[src/rtl/dbg_ctrl_pkg.sv]
package dbg_ctrl_pkg;

  typedef enum logic [2:0] {
    CAUSE_NONE      = 3'd0,
    CAUSE_EBREAK    = 3'd1,
    CAUSE_TRIGGER   = 3'd2,
    CAUSE_HALTREQ   = 3'd3,
    CAUSE_STEP      = 3'd4,
    CAUSE_RESETHALT = 3'd5,
    CAUSE_GROUP     = 3'd6,
    CAUSE_OTHER     = 3'd7
  } cause_e;

  typedef enum logic [1:0] {
    PRIV_U    = 2'd0,
    PRIV_S    = 2'd1,
    PRIV_RSVD = 2'd2,
    PRIV_M    = 2'd3
  } priv_e;

  typedef enum logic [1:0] {
    ST_BOOT,
    ST_RUN,
    ST_STEP,
    ST_HALT
  } seq_state_e;

  // request vector is indexed by rank, 0 = highest
  localparam int NUM_CAUSES = 6;
  localparam int RK_RST  = 0;
  localparam int RK_GRP  = 1;
  localparam int RK_HALT = 2;
  localparam int RK_TRIG = 3;
  localparam int RK_EBRK = 4;
  localparam int RK_STEP = 5;

  function automatic cause_e rank_cause(int idx);
    case (idx)
      RK_RST:  return CAUSE_RESETHALT;
      RK_GRP:  return CAUSE_GROUP;
      RK_HALT: return CAUSE_HALTREQ;
      RK_TRIG: return CAUSE_TRIGGER;
      RK_EBRK: return CAUSE_EBREAK;
      RK_STEP: return CAUSE_STEP;
      default: return CAUSE_OTHER;
    endcase
  endfunction

endpackage

[src/rtl/dbg_cause_arb.sv]
module dbg_cause_arb
  import dbg_ctrl_pkg::*;
#(
  parameter int N = NUM_CAUSES
) (
  input  logic [N-1:0] req_i,
  output logic         valid_o,
  output cause_e       cause_o,
  output logic [N-1:0] grant_o
);

  // scan from lowest rank up so the highest ranked request is left standing
  always_comb begin
    cause_o = CAUSE_NONE;
    grant_o = '0;
    for (int i = N - 1; i >= 0; i--) begin
      if (req_i[i]) begin
        cause_o    = rank_cause(i);
        grant_o    = '0;
        grant_o[i] = 1'b1;
      end
    end
  end

  assign valid_o = |req_i;

endmodule

[src/rtl/dbg_seq.sv]
module dbg_seq
  import dbg_ctrl_pkg::*;
(
  input  logic       clk_i,
  input  logic       rst_ni,
  input  logic       enter_i,
  input  logic       resume_req_i,
  input  logic       step_i,
  output seq_state_e state_o,
  output logic       halted_o,
  output logic       resumed_o
);

  seq_state_e state_q, state_d;
  logic       halted_q, resumed_q;

  always_comb begin
    state_d = state_q;
    unique case (state_q)
      ST_BOOT: state_d = enter_i ? ST_HALT : ST_RUN;
      ST_RUN,
      ST_STEP: if (enter_i) state_d = ST_HALT;
      ST_HALT: if (resume_req_i) state_d = step_i ? ST_STEP : ST_RUN;
      default: state_d = ST_HALT;
    endcase
  end

  always_ff @(posedge clk_i or negedge rst_ni) begin
    if (!rst_ni) begin
      state_q   <= ST_BOOT;
      halted_q  <= 1'b0;
      resumed_q <= 1'b0;
    end else begin
      state_q   <= state_d;
      halted_q  <= enter_i && (state_q != ST_HALT);
      resumed_q <= resume_req_i && (state_q == ST_HALT);
    end
  end

  assign state_o   = state_q;
  assign halted_o  = halted_q;
  assign resumed_o = resumed_q;

  p_halted_pulse_r2: assert property (@(posedge clk_i) disable iff (!rst_ni)
    halted_q |=> !halted_q);
  p_halted_in_debug_r2: assert property (@(posedge clk_i) disable iff (!rst_ni)
    halted_q |-> state_q == ST_HALT);
  p_resumed_running_r8: assert property (@(posedge clk_i) disable iff (!rst_ni)
    resumed_q |-> (state_q == ST_RUN || state_q == ST_STEP));
  p_boot_once_r4: assert property (@(posedge clk_i) disable iff (!rst_ni)
    state_q != ST_BOOT |=> state_q != ST_BOOT);

endmodule

[src/rtl/dbg_save_regs.sv]
module dbg_save_regs
  import dbg_ctrl_pkg::*;
#(
  parameter int XLEN  = 32,
  parameter bit HAS_S = 1'b1,
  parameter bit HAS_U = 1'b1,
  parameter bit HAS_H = 1'b1
) (
  input  logic            clk_i,
  input  logic            rst_ni,
  input  logic            capture_i,
  input  cause_e          cause_i,
  input  logic [1:0]      priv_i,
  input  logic            virt_i,
  input  logic [XLEN-1:0] pc_i,
  input  logic            wr_en_i,
  input  logic            dpc_we_i,
  input  logic [XLEN-1:0] dpc_wdata_i,
  input  logic            prv_we_i,
  input  logic [1:0]      prv_wdata_i,
  input  logic            virt_wdata_i,
  output cause_e          cause_o,
  output priv_e           prv_o,
  output logic            virt_o,
  output logic [XLEN-1:0] dpc_o
);

  cause_e          cause_q;
  priv_e           prv_q;
  logic            virt_q;
  logic [XLEN-1:0] dpc_q;

  function automatic priv_e legal_priv(logic [1:0] p);
    case (p)
      2'd0:    return HAS_U ? PRIV_U : PRIV_M;
      2'd1:    return HAS_S ? PRIV_S : PRIV_M;
      default: return PRIV_M;
    endcase
  endfunction

  function automatic logic legal_virt(priv_e p, logic v);
    return HAS_H && (p != PRIV_M) && v;
  endfunction

  priv_e cap_prv, wr_prv;
  assign cap_prv = legal_priv(priv_i);
  assign wr_prv  = legal_priv(prv_wdata_i);

  always_ff @(posedge clk_i or negedge rst_ni) begin
    if (!rst_ni) begin
      cause_q <= CAUSE_NONE;
      prv_q   <= PRIV_M;
      virt_q  <= 1'b0;
      dpc_q   <= '0;
    end else if (capture_i) begin
      cause_q <= cause_i;
      prv_q   <= cap_prv;
      virt_q  <= legal_virt(cap_prv, virt_i);
      dpc_q   <= pc_i;
    end else if (wr_en_i) begin
      if (dpc_we_i) dpc_q <= {dpc_wdata_i[XLEN-1:1], 1'b0};
      if (prv_we_i) begin
        prv_q  <= wr_prv;
        virt_q <= legal_virt(wr_prv, virt_wdata_i);
      end
    end
  end

  assign cause_o = cause_q;
  assign prv_o   = prv_q;
  assign virt_o  = virt_q;
  assign dpc_o   = dpc_q;

  p_prv_legal_r12: assert property (@(posedge clk_i) disable iff (!rst_ni)
    prv_q != PRIV_RSVD);
  p_virt_m_r12: assert property (@(posedge clk_i) disable iff (!rst_ni)
    prv_q == PRIV_M |-> !virt_q);
  p_dpc_hold_r12: assert property (@(posedge clk_i) disable iff (!rst_ni)
    (!capture_i && !(wr_en_i && dpc_we_i)) |=> $stable(dpc_q));

endmodule

[src/rtl/dbg_mode_ctrl.sv]
module dbg_mode_ctrl
  import dbg_ctrl_pkg::*;
#(
  parameter int XLEN  = 32,
  parameter bit HAS_S = 1'b1,
  parameter bit HAS_U = 1'b1,
  parameter bit HAS_H = 1'b1
) (
  input  logic            clk_i,
  input  logic            rst_ni,
  input  logic            haltreq_i,
  input  logic            rsthaltreq_i,
  input  logic            grphalt_i,
  input  logic            trig_fire_i,
  input  logic            ebreak_i,
  input  logic [XLEN-1:0] ebreak_pc_i,
  input  logic            retire_i,
  input  logic [XLEN-1:0] pc_next_i,
  input  logic [1:0]      priv_i,
  input  logic            virt_i,
  input  logic            wfi_stall_i,
  input  logic            resume_req_i,
  input  logic            step_i,
  input  logic            stepie_i,
  input  logic            stopcount_i,
  input  logic            stoptime_i,
  input  logic            dpc_we_i,
  input  logic [XLEN-1:0] dpc_wdata_i,
  input  logic            prv_we_i,
  input  logic [1:0]      prv_wdata_i,
  input  logic            virt_wdata_i,
  output logic            core_run_o,
  output logic            debug_mode_o,
  output logic            halted_o,
  output logic            resumed_o,
  output logic            stall_wake_o,
  output logic            irq_mask_o,
  output logic            count_stop_o,
  output logic            time_stop_o,
  output logic [2:0]      cause_o,
  output logic [XLEN-1:0] dpc_o,
  output logic [1:0]      prv_o,
  output logic            virt_o,
  output logic            mprv_clr_o
);

  seq_state_e            state;
  logic                  in_boot, running, stepping, in_debug;
  logic [NUM_CAUSES-1:0] req, grant;
  logic                  enter;
  cause_e                win_cause, saved_cause;
  priv_e                 saved_prv;
  logic [XLEN-1:0]       entry_pc;

  assign in_boot  = (state == ST_BOOT);
  assign stepping = (state == ST_STEP);
  assign running  = (state == ST_RUN) || stepping;
  assign in_debug = (state == ST_HALT);

  // halt reasons, by rank; external requests wait while a wait instruction stalls
  assign req[RK_RST]  = in_boot && rsthaltreq_i;
  assign req[RK_GRP]  = running && grphalt_i && !wfi_stall_i;
  assign req[RK_HALT] = haltreq_i && (in_boot || (running && !wfi_stall_i));
  assign req[RK_TRIG] = running && trig_fire_i;
  assign req[RK_EBRK] = running && ebreak_i;
  assign req[RK_STEP] = stepping && retire_i;

  dbg_cause_arb #(.N(NUM_CAUSES)) i_arb (
    .req_i   (req),
    .valid_o (enter),
    .cause_o (win_cause),
    .grant_o (grant)
  );

  assign entry_pc = grant[RK_EBRK] ? ebreak_pc_i : pc_next_i;

  dbg_seq i_seq (
    .clk_i        (clk_i),
    .rst_ni       (rst_ni),
    .enter_i      (enter),
    .resume_req_i (resume_req_i),
    .step_i       (step_i),
    .state_o      (state),
    .halted_o     (halted_o),
    .resumed_o    (resumed_o)
  );

  dbg_save_regs #(
    .XLEN  (XLEN),
    .HAS_S (HAS_S),
    .HAS_U (HAS_U),
    .HAS_H (HAS_H)
  ) i_regs (
    .clk_i        (clk_i),
    .rst_ni       (rst_ni),
    .capture_i    (enter),
    .cause_i      (win_cause),
    .priv_i       (priv_i),
    .virt_i       (virt_i),
    .pc_i         (entry_pc),
    .wr_en_i      (in_debug),
    .dpc_we_i     (dpc_we_i),
    .dpc_wdata_i  (dpc_wdata_i),
    .prv_we_i     (prv_we_i),
    .prv_wdata_i  (prv_wdata_i),
    .virt_wdata_i (virt_wdata_i),
    .cause_o      (saved_cause),
    .prv_o        (saved_prv),
    .virt_o       (virt_o),
    .dpc_o        (dpc_o)
  );

  assign cause_o      = saved_cause;
  assign prv_o        = saved_prv;
  assign core_run_o   = running;
  assign debug_mode_o = in_debug;
  assign stall_wake_o = running && wfi_stall_i && (haltreq_i || grphalt_i || stepping);
  assign irq_mask_o   = !running || (stepping && !stepie_i);
  assign count_stop_o = in_debug && stopcount_i;
  assign time_stop_o  = in_debug && stoptime_i;
  assign mprv_clr_o   = resumed_o && (saved_prv != PRIV_M);

  p_grant_onehot_r1: assert property (@(posedge clk_i) disable iff (!rst_ni)
    $onehot0(grant) && (enter == (grant != '0)));
  p_rst_wins_r1: assert property (@(posedge clk_i) disable iff (!rst_ni)
    req[RK_RST] |-> win_cause == CAUSE_RESETHALT);
  p_step_lowest_r6: assert property (@(posedge clk_i) disable iff (!rst_ni)
    grant[RK_STEP] |-> req[RK_EBRK:RK_RST] == '0);
  p_ignore_in_debug_r11: assert property (@(posedge clk_i) disable iff (!rst_ni)
    (in_debug && !resume_req_i) |=> $stable(saved_cause) && !halted_o);
  p_mprv_on_resume_r8: assert property (@(posedge clk_i) disable iff (!rst_ni)
    mprv_clr_o |-> resumed_o && !debug_mode_o);
  p_wake_stalled_r5: assert property (@(posedge clk_i) disable iff (!rst_ni)
    stall_wake_o |-> !enter || req[RK_TRIG] || req[RK_EBRK]);

endmodule

[config.mk]
export PLATFORM = sky130hd
export DESIGN_NAME = dbg_mode_ctrl
export DESIGN_NICKNAME = d
export VERILOG_FILES = /design/src/rtl/dbg_ctrl_pkg.sv /design/src/rtl/dbg_cause_arb.sv /design/src/rtl/dbg_seq.sv /design/src/rtl/dbg_save_regs.sv /design/src/rtl/dbg_mode_ctrl.sv
export SDC_FILE = /design/constraint.sdc
export NUM_CORES = 1
export LEC_CHECK = 0
export BUFFER_PORTS_ARGS = -buffer_cell sky130_fd_sc_hd__buf_2
export CORE_ASPECT_RATIO = 1.5
export CORE_MARGIN = 3
export CORE_UTILIZATION = 43
export DETAILED_ROUTE_END_ITERATION = 6
export HOLD_SLACK_MARGIN = 0.15
export PLACE_DENSITY = 0.87
export SYNTH_ARGS = -nofsm -noshare
export SYNTH_HDL_FRONTEND = slang
export SYNTH_SLANG_ARGS = --single-unit
[constraint.sdc]
create_clock -name clk_i -period 2.2 [get_ports clk_i]
set_input_delay 0.11 -clock clk_i [delete_from_list [all_inputs] [get_ports clk_i]]
set_output_delay 0.11 -clock clk_i [all_outputs]
set_load 0.02 [all_outputs]
==> impl_metrics.sql <==
INSERT INTO impl_metrics (metric_group, metric, value, unit) VALUES
('synthesis', 'number_of_flops_mapped_to_enable_cells_by_yosys', '0', ''),
('power', 'powerDensity', '1330', 'nW/um^2'),
('grt', 'grt_pass1_vias', '3819', ''),
('grt', 'grt-ovfl-total', '0', ''),
('placed_design', 'dpl_worst_slack', '-0.0535', 'ns'),
('grt', 'grt_pass1_wl', '18300', 'um'),
('timing', 'hold_violations', '0', ''),
('floorplan', 'die-height', '102', 'um'),
('detailed_routing', 'initialDrtViolationCount', '426', ''),
('synthesis', 'postSynthRegisterBits', '42', ''),
('detailed_routing', 'drcViolationCount', '1', ''),
('clock_tree', 'clock_tree.root_cell', 'sky130_fd_sc_hd__clkbuf_8', ''),
('placed_design', 'port-buffer-count', '163', ''),
('finish', 'final_layout_size_suffix_gt1_share', '37.7', '%'),
('clock_tree', 'clock_insertion_delay_at_the_later_pin_of_the_skew_report', '0.29', 'ns'),
('critical_path', 'cp-start-kind', 'register', ''),
('power', 'power.switching', '0.00296', 'W'),
('timing', 'final-max-slew-violation-count', '0', ''),
('power', 'cellInternalPower', '0.00286', 'W'),
('synthesis', 'synth_top_area_cell', 'sky130_fd_sc_hd__dfrtp_1', ''),
('clock_tree', 'tritoncts_clock_tree', 'yes', ''),
('floorplan', 'design.die.area', '7140', 'sq um'),
('floorplan', 'chipWidth', '70.0', 'um'),
('timing', 'worstMarginPinSlew', '0.991', 'ns'),
('floorplan', 'initial_core_util', '45.0', '%'),
('timing', 'setup_slack', '0.123', 'ns'),
('synthesis', 'area_contributors_post_synth', 'sky130_fd_sc_hd__dfrtp_1, sky130_fd_sc_hd__a2111oi_0, sky130_fd_sc_hd__a31oi_1', ''),
('floorplan', 'core_area', '5870', 'sq um'),
('synthesis', 'synth.cell_area', '2640', 'sq um'),
('finish', 'flow.area_growth_from_synthesis', '65.9', '%'),
('synthesis', 'synth.distinct_cells', '38', ''),
('synthesis', 'syn_nets', '420', ''),
('finish', 'nets', '649', ''),
('grt', 'antenna_found_initial', '0', ''),
('finish', 'antenna-diode-count', '0', ''),
('floorplan', 'floorplan.rows', '34', ''),
('power', 'clkPwrFrac', '8.9', '%'),
('critical_path', 'critical-path-slowest-cell', 'sky130_fd_sc_hd__or4_4', ''),
('timing', 'finalSetupViolCount', '0', ''),
('clock_tree', 'cts_inserted_buffers', '5', ''),
('power', 'seqPwrFrac', '24.2', '%'),
('critical_path', 'critical_path_required', '2.36', 'ns'),
('critical_path', 'worstPathCellList', 'inv_1 -> ha_4 -> nand2_4 -> or4_4 -> o21ai_1 -> a31oi_1', ''),
('power', 'static-leakage-power', '2.07', 'nW'),
('critical_path', 'critPathMaxStageDelay', '0.67', 'ns'),
('detailed_routing', 'drtPass1Iterations', '7', ''),
('synthesis', 'synth-seq-area-share', '39.8', '%'),
('min_path', 'hp-class', 'input port to register', ''),
('run', 'max_cap_violations', '0', ''),
('detailed_routing', 'vias', '3764', ''),
('detailed_routing', 'routedWlPerCell', '19.9', 'um'),
('timing', 'finalWorstPathRequiredPeriod', '2.08', 'ns'),
('synthesis', 'synth_largest_type_area_fraction', '37.9', '%'),
('placed_design', 'gp_congestion', '0.806', ''),
('detailed_routing', 'drt-total-wl', '12000', 'um'),
('floorplan', 'boundaryPins', '165', ''),
('synthesis', 'yosys_most_used_dff', 'sky130_fd_sc_hd__dfrtp_1', ''),
('run_status', 'violations', 'design-rule violations', ''),
('critical_path', 'type_of_element_capturing_the_critical_path', 'register', ''),
('timing', 'minimum_hold_slack', '0.224', 'ns'),
('synthesis', 'netlist_instances', '298', ''),
('synthesis', 'post_synth_most_frequent_cells', 'sky130_fd_sc_hd__dfrtp_1, sky130_fd_sc_hd__a31oi_1, sky130_fd_sc_hd__nand3_1', ''),
('detailed_routing', 'remaining_antenna_violation_count_after_routing', '0', ''),
('clock_tree', 'ctsHtreeMaxLevel', '2', ''),
('clock_tree', 'clk_pin_slew', '0.08', 'ns'),
('synthesis', 'yosys_warnings', '0', ''),
('run_status', 'run_status', 'finished with violations', ''),
('timing', 'maximum_achievable_frequency', '481', 'MHz'),
('timing', 'max-slew-margin-rel', '33.9', '%'),
('grt', 'grt_max_degree', '43', ''),
('power', 'post-layout-total-power', '0.00582', 'W');
==> final cells by class <==
type / instances / area (sq um)
inverter: 6 / 22.5
clock inverter: 1 / 5.00
clock buffer: 7 / 86.3
tap: 72 / 90.1
multi-input combinational: 218 / 1450
fill: 425 / 1480
sequential: 42 / 1050
timing repair buffer: 254 / 1680
==> state kept, by name, summed over array words and instances (netlist names) <==
name,cells
i_regs.dpc_o,32
i_regs.cause_o,3
i_regs.prv_o,2
i_seq.state_o,2
i_regs.virt_o,1
i_seq.halted_o,1
i_seq.resumed_o,1
==> layout by cell type, fill, tap and decap left out, drive strengths merged <==
| cell | n |
|---|---|
| a21oi | 6 |
| clkbuf | 7 |
| a32oi | 1 |
| nand3b | 2 |
| inv | 6 |
| a211oi | 1 |
| o31ai | 1 |
| and2 | 4 |
| a221o | 1 |
| o21ai | 39 |
| nor3b | 1 |
| mux2i | 3 |
| nor2 | 6 |
| ha | 4 |
| buf | 181 |
| dfstp | 2 |
| dlygate4sd3 | 73 |
| a22oi | 3 |
| a2111oi | 31 |
| dfrtp | 40 |
| nand2 | 6 |
| clkinv | 1 |
| or4 | 3 |
| a21boi | 1 |
| o311ai | 1 |
| nor2b | 2 |
| and3 | 31 |
| or2 | 1 |
| nor4 | 1 |
| nand2b | 2 |
| o21a | 1 |
| a31oi | 32 |
| o311a | 1 |
| nand3 | 33 |
==> cell families (layout without fill, tap and decap cells) <==
| group | Yosys count | in the layout | synth area share [%] |
|---|---|---|---|
| AND/OR/NAND/NOR | 90 | 92 | 20.0 |
| buffers and inverters | 40 | 268 | 7.19 |
| adder cells (fa/ha/maj) | 4 | 4 | 1.89 |
| multiplexers | 3 | 3 | 1.14 |
| AO/OA/AOI/OAI | 119 | 119 | 30.0 |
| flip-flops | 42 | 42 | 39.8 |
==> power groups by stage <==
stage | Clock (W) | Sequential [W] | Combinational, W
finish | 0.000519 | 0.00141 | 0.00389
global route | 0.000557 | 0.00146 | 0.00417
CTS | 0.000532 | 0.00139 | 0.00372
detailed placement | 0 | 0.00141 | 0.00358
global placement | 0 | 0.00139 | 0.00348
floorplan | 0 | 0.00186 | 0.00193
==> final timing paths <==
kind / from / to / slack [ns] / cells after the start
min in group asynchronous: rst_ni / i_regs.dpc_o[20] / 0.53 / 2
max reg2reg: i_seq.state_o[1] / i_regs.dpc_o[12] / 0.12 / 6
max: i_seq.state_o[1] / i_regs.dpc_o[12] / 0.12 / 6
max in group asynchronous: rst_ni / i_regs.dpc_o[27] / 1.05 / 2
min: grphalt_i / i_regs.cause_o[1] / 0.22 / 3
min reg2reg: i_regs.cause_o[0] / i_regs.cause_o[0] / 0.53 / 1
==> repair_timing <==
| action | CTS | global route |
|---|---|---|
| resized for setup | 2 | 9 |
| buffers inserted | 0 | 0 |
| pin swaps | 1 | 2 |
| endpoints found under the hold margin | 78 | 0 |
| hold buffers | 73 | 0 |
| cloned | 1 | 1 |
| setup endpoints to repair | 27 | 30 |
==> layer usage <==
layer	wire (um)	global-route usage [%]
met5	0	0
met4	693	21.2
met3	1010	6.20
met1	4110	35.6
met2	6140	57.0
==> stage by stage <==
| step | utilization, % | cell area, sq um | std cells |
|---|---|---|---|
| 5_1_grt | 74.7 | 4390 | 600 |
| 4_1_cts | 74.2 | 4360 | 599 |
| 2_1_floorplan | - | 2640 | 298 |
| 3_5_place_dp | 60.0 | 3520 | 517 |
| 6_report | 74.7 | 4390 | 600 |
| 3_3_place_gp | 60.0 | 3520 | 517 |
==> worst max-delay path, delay by kind of cell, from the launching register on <==
kind	cells	cell delay, ns
AND/OR/NAND/NOR	2	0.77
AO/OA/AOI/OAI	2	0.34
flip-flops	1	0.39
buffers and inverters	1	0.11
adder cells (fa/ha/maj)	1	0.34
(Power assumes the default switching activity.)
